File: src/rtl/deadtime_pkg.sv
package deadtime_pkg;

    typedef enum logic [2:0] {
        ST_OFF     = 3'd0,
        ST_LO_ON   = 3'd1,
        ST_DT_RISE = 3'd2,
        ST_HI_ON   = 3'd3,
        ST_DT_FALL = 3'd4
    } dt_state_e;

    function automatic logic is_dead(input dt_state_e s);
        return (s == ST_DT_RISE) || (s == ST_DT_FALL);
    endfunction

endpackage

File: src/rtl/dt_code_decode.sv
// Piecewise decode of the dead-interval code into a tick count.
module dt_code_decode #(
    parameter int CODE_W = 8,
    localparam int CNT_W = CODE_W + 2
) (
    input  logic [CODE_W-1:0] code,
    output logic [CNT_W-1:0]  ticks
);

    always_comb begin
        unique casez (code[CODE_W-1 -: 3])
            3'b0??:  ticks = CNT_W'(code[CODE_W-2:0]);
            // leading one supplies the range base, shift gives the step
            3'b10?:  ticks = CNT_W'({1'b1, code[CODE_W-3:0]}) << 1;
            3'b110:  ticks = CNT_W'({1'b1, code[CODE_W-4:0]}) << 3;
            default: ticks = CNT_W'({1'b1, code[CODE_W-4:0]}) << 4;
        endcase
    end

endmodule

File: src/rtl/dt_down_counter.sv
// Loadable down-counter advanced by the dead-time tick.
module dt_down_counter #(
    parameter int CNT_W = 10
) (
    input  logic             clk,
    input  logic             rst_n,
    input  logic             clear,
    input  logic             load,
    input  logic [CNT_W-1:0] load_val,
    input  logic             tick,
    output logic [CNT_W-1:0] cnt,
    output logic             expired
);

    always_ff @(posedge clk or negedge rst_n) begin
        if (!rst_n) begin
            cnt <= '0;
        end else if (clear) begin
            cnt <= '0;
        end else if (load) begin
            cnt <= load_val;
        end else if (tick && (cnt != '0)) begin
            cnt <= cnt - 1'b1;
        end
    end

    assign expired = (cnt == '0);

endmodule

File: src/rtl/dt_phase_fsm.sv
// Sequencing of the complementary pair around reference edges.
module dt_phase_fsm
    import deadtime_pkg::*;
(
    input  logic clk,
    input  logic rst_n,
    input  logic out_en,
    input  logic ref_in,
    input  logic expired,
    output logic load,
    output logic drv_hi,
    output logic drv_lo
);

    dt_state_e state_q;
    dt_state_e state_d;

    // next-state selection; a reversal of the reference beats expiry
    always_comb begin
        state_d = state_q;
        if (!out_en) begin
            state_d = ST_OFF;
        end else begin
            unique case (state_q)
                ST_OFF:     state_d = ref_in ? ST_DT_RISE : ST_DT_FALL;
                ST_LO_ON:   if (ref_in) state_d = ST_DT_RISE;
                ST_DT_RISE: begin
                    if (!ref_in)      state_d = ST_LO_ON;
                    else if (expired) state_d = ST_HI_ON;
                end
                ST_HI_ON:   if (!ref_in) state_d = ST_DT_FALL;
                ST_DT_FALL: begin
                    if (ref_in)       state_d = ST_HI_ON;
                    else if (expired) state_d = ST_LO_ON;
                end
                default:    state_d = ST_OFF;
            endcase
        end
    end

    // a fresh interval starts whenever a dead state is entered
    assign load = is_dead(state_d) && (state_d != state_q);

    always_ff @(posedge clk or negedge rst_n) begin
        if (!rst_n) state_q <= ST_OFF;
        else        state_q <= state_d;
    end

    // registered gate drives taken from the state being entered
    always_ff @(posedge clk or negedge rst_n) begin
        if (!rst_n) begin
            drv_hi <= 1'b0;
            drv_lo <= 1'b0;
        end else begin
            drv_hi <= (state_d == ST_HI_ON);
            drv_lo <= (state_d == ST_LO_ON);
        end
    end

endmodule

File: src/rtl/deadtime_pair.sv
module deadtime_pair #(
    parameter int CODE_W = 8,
    localparam int CNT_W = CODE_W + 2
) (
    input  logic              clk,
    input  logic              rst_n,
    input  logic              tick_en,
    input  logic              pwm_ref,
    input  logic [CODE_W-1:0] dt_code,
    input  logic              out_en,
    output logic              gate_hi,
    output logic              gate_lo
);

    logic [CNT_W-1:0] dt_ticks;
    logic [CNT_W-1:0] dt_cnt;
    logic             dt_expired;
    logic             dt_load;

    dt_code_decode #(.CODE_W(CODE_W)) u_decode (
        .code  (dt_code),
        .ticks (dt_ticks)
    );

    dt_down_counter #(.CNT_W(CNT_W)) u_count (
        .clk      (clk),
        .rst_n    (rst_n),
        .clear    (!out_en),
        .load     (dt_load),
        .load_val (dt_ticks),
        .tick     (tick_en),
        .cnt      (dt_cnt),
        .expired  (dt_expired)
    );

    dt_phase_fsm u_fsm (
        .clk     (clk),
        .rst_n   (rst_n),
        .out_en  (out_en),
        .ref_in  (pwm_ref),
        .expired (dt_expired),
        .load    (dt_load),
        .drv_hi  (gate_hi),
        .drv_lo  (gate_lo)
    );

endmodule

File: config.mk
export PLATFORM = sky130hd
export DESIGN_NAME = deadtime_pair
export DESIGN_NICKNAME = d
export VERILOG_FILES = /design/src/rtl/deadtime_pkg.sv /design/src/rtl/dt_code_decode.sv /design/src/rtl/dt_down_counter.sv /design/src/rtl/dt_phase_fsm.sv /design/src/rtl/deadtime_pair.sv
export SDC_FILE = /design/constraint.sdc
export NUM_CORES = 1
export LEC_CHECK = 0
export ABC_AREA = 1
export BUFFER_PORTS_ARGS = -buffer_cell sky130_fd_sc_hd__buf_2
export CAP_MARGIN = 20
export CORE_UTILIZATION = 55
export DETAILED_ROUTE_END_ITERATION = 16
export GPL_ROUTABILITY_DRIVEN = 0
export PLACE_DENSITY = 0.76
export SLEW_MARGIN = 10
export SYNTH_ARGS = -nofsm -noshare
export SYNTH_HDL_FRONTEND = slang
export SYNTH_SLANG_ARGS = --single-unit
export TNS_END_PERCENT = 50
File: constraint.sdc
create_clock -name clk -period 3.7 [get_ports clk]
set_input_delay 0.555 -clock clk [delete_from_list [all_inputs] [get_ports clk]]
set_output_delay 0.555 -clock clk [all_outputs]
set_load 0.02 [all_outputs]
==> results_dict.tcl <==
set metrics [dict create \
    outcome "finished clean" \
    hold_class "in -> async" \
    place_area_mm2 0.00125 \
    cts_tree "yes" \
    die_w_um 48.0 \
    critPathLaunch "u_count.cnt[0]" \
    ir_drop_uv 485 \
    clock_path_buffers 2 \
    clock_latency_ns 0.29 \
    drc 0 \
    yosysMostFrequentCell "nand2_1" \
    met1_usage 0.333 \
    ys.flop_type "dfrtp_1" \
    synth_edf_count 0 \
    path_clk_slew_ns 0.09 \
    ys_ff_latch 15 \
    max_freq_ghz 0.436 \
    synth-simple-area-share 0.375 \
    rsz0062_at_grt "no" \
    num_rows 16 \
    synth_compound_area_frac 0.135 \
    fin_crit_sh 0.619 \
    vias 1172 \
    relSlewSlack 0.747 \
    yosysWarningCount 0 \
    htreeDepth 1 \
    die_h_um 48.0 \
    dp.cells 212 \
    critPathKind "reg -> reg" \
    numPortBuffers 14 \
    tightest_slew_ns 0.379 \
    synth_top_family_by_area "simple AND/OR/NAND/NOR gates" \
    first_pass_iters 4 \
    finalSetupViolCount 0 \
    cts-root-buf "clkbuf_4" \
    grt_start_max_net_pins 22 \
    grt_pass1_vias 1010 \
    ant_nets 0 \
    postSynthAreaPerCell_um2 6.73 \
    cts_buffers 3 \
    post-dp-hpwl_mm 2.09 \
    finalSetupTns_ns 0 \
    drv_cap 0 \
    grt_use_total 0.262 \
    numClockSinks 15 \
    synthTopCellsByArea "dfrtp_1, nand2_1, inv_1" \
    p_leak_nw 0.710 \
    top_usage_layer "met2" \
    core_area_mm2 0.00198 \
    drt_iter0_markers 52 \
    fin_area_mm2 0.00128 \
    synth_top_cell_area_share 0.322 \
    synth_xor_xnor_area_share 0.0602 \
    synth_area_mm2 0.00116 \
    hold_buffers 0 \
    p_per_area_mw_per_mm2 689 \
    synthArstFlopShare 1.00 \
    critPathMaxFanout 21 \
    nets 204 \
    initial_core_util 0.588 \
    syn_to_final_growth_pct 9.56 \
    hold_viol_final 0 \
    drive_gt1_frac 0.159 \
    diodes 0 \
    grt_overflow 0 \
    met3_usage 0.0340 \
    synth.area.mux_share 0 \
    r2r_slack_ns 1.41 \
    synthDistinctLibCells 29 \
    postSynthNetCount 187 \
    wirelength_mm 2.74 \
    antenna_found_initial 0 \
    wl_per_cell_um 12.7 \
    final_cells 216 \
    cts.repair.resized 0 \
    netlist.top_cell.by_area "dfrtp_1" \
    start_kind "flip-flop" \
    reg2regPathDepth 14 \
    period_minus_slack_ns 2.29 \
    skew_ns 0.00905 \
    slew_violations 0 \
    arrival_ns 2.48 \
    r2r-end "u_count.cnt[6]" \
    reg2reg_from "u_count.cnt[0]" \
    die_area_mm2 0.00231 \
    final_core_util 0.644 \
    ys_seq_area_frac 0.322 \
    synthAdderAreaFrac 0.0107 \
    ios 15 \
    use_met2 0.443 \
    syn_inst 173 \
    synth.top_cells.by_count "nand2_1, inv_1, dfrtp_1" \
    via_per_inst 5.43 \
    crit_required_ns 3.89 \
    grt_pass1_wl_mm 4.14 \
    postCtsSetupBuffers 0 \
    end_kind "flip-flop" \
]
==> cell usage in the layout, fill, tap and decap left out, types with 2 or more instances in the layout <==
| cell type | count |
|---|---|
| nor2_1 | 14 |
| dfrtp_1 | 15 |
| clkbuf_4 | 3 |
| nand2_4 | 3 |
| xor2_1 | 3 |
| nand3_1 | 6 |
| nand4_1 | 3 |
| inv_1 | 23 |
| nand2_2 | 3 |
| o22ai_1 | 3 |
| buf_2 | 14 |
| nand3_2 | 2 |
| nor3_1 | 4 |
| xnor2_1 | 5 |
| nand2_1 | 60 |
| o21ai_0 | 14 |
==> metrics by stage <==
step	hold WS (ns)	total power [mW]	worst slack, ns
2_1_floorplan	0.259	0.681	1.94
3_3_place_gp	0.464	0.756	1.52
3_5_place_dp	0.465	0.773	1.42
4_1_cts	0.164	0.873	1.43
5_1_grt	0.176	0.959	1.17
6_report	0.151	0.880	1.41
==> cells by family after synthesis <==
group,Yosys count
fa+ha+maj,1
compound gates,25
buf+inv,27
xor+xnor,8
flops,15
simple gates,97
==> per-layer routing <==
layer,part of all wire,routed length [um]
met5,0,0
met4,0.019,53
met3,0.055,151
met2,0.49,1350
met1,0.43,1180
==> cell type report <==
| class | count | area, um^2 |
|---|---|---|
| clock buffers | 4 | 26.3 |
| fillers | 182 | 706 |
| inverters | 25 | 93.8 |
| multi-input cells | 131 | 677 |
| flip-flops and latches | 15 | 375 |
| well taps | 27 | 33.8 |
| repair buffers | 14 | 70.1 |
==> power breakdown <==
group / internal, mW / switching [mW] / total, mW
clock network: 0.0420 / 0.0540 / 0.0960
registers: 0.218 / 0.0666 / 0.285
logic: 0.197 / 0.302 / 0.499
==> worst max-delay path: stages (launching register included) <==
cell,delay (ns)
dfrtp_1,0.36
inv_1,0.08
ha_1,0.27
nand2_4,0.11
nor2_4,0.05
nand2_4,0.06
nand2_1,0.05
nand2_1,0.07
nand3_2,0.09
nand2_4,0.09
nand3_2,0.31
nand2_1,0.16
clkinv_1,0.27
nand2_1,0.15
nand2_1,0.06
==> sequential cells by signal, summed over array words and instances, names as in the netlist <==
register,flops
u_fsm.drv_hi,1
u_fsm.drv_lo,1
u_fsm.state_q,3
u_count.cnt,10
==> how the worst max path moves through the flow <==
stage                endpoint  depth (start not counted)
6_report       u_count.cnt[6]                         14
5_1_grt        u_count.cnt[3]                         14
3_5_place_dp   u_count.cnt[6]                         11
2_1_floorplan  u_count.cnt[2]                         16
3_3_place_gp   u_count.cnt[2]                         11
4_1_cts        u_count.cnt[6]                         14
(Power assumes the default switching activity.)
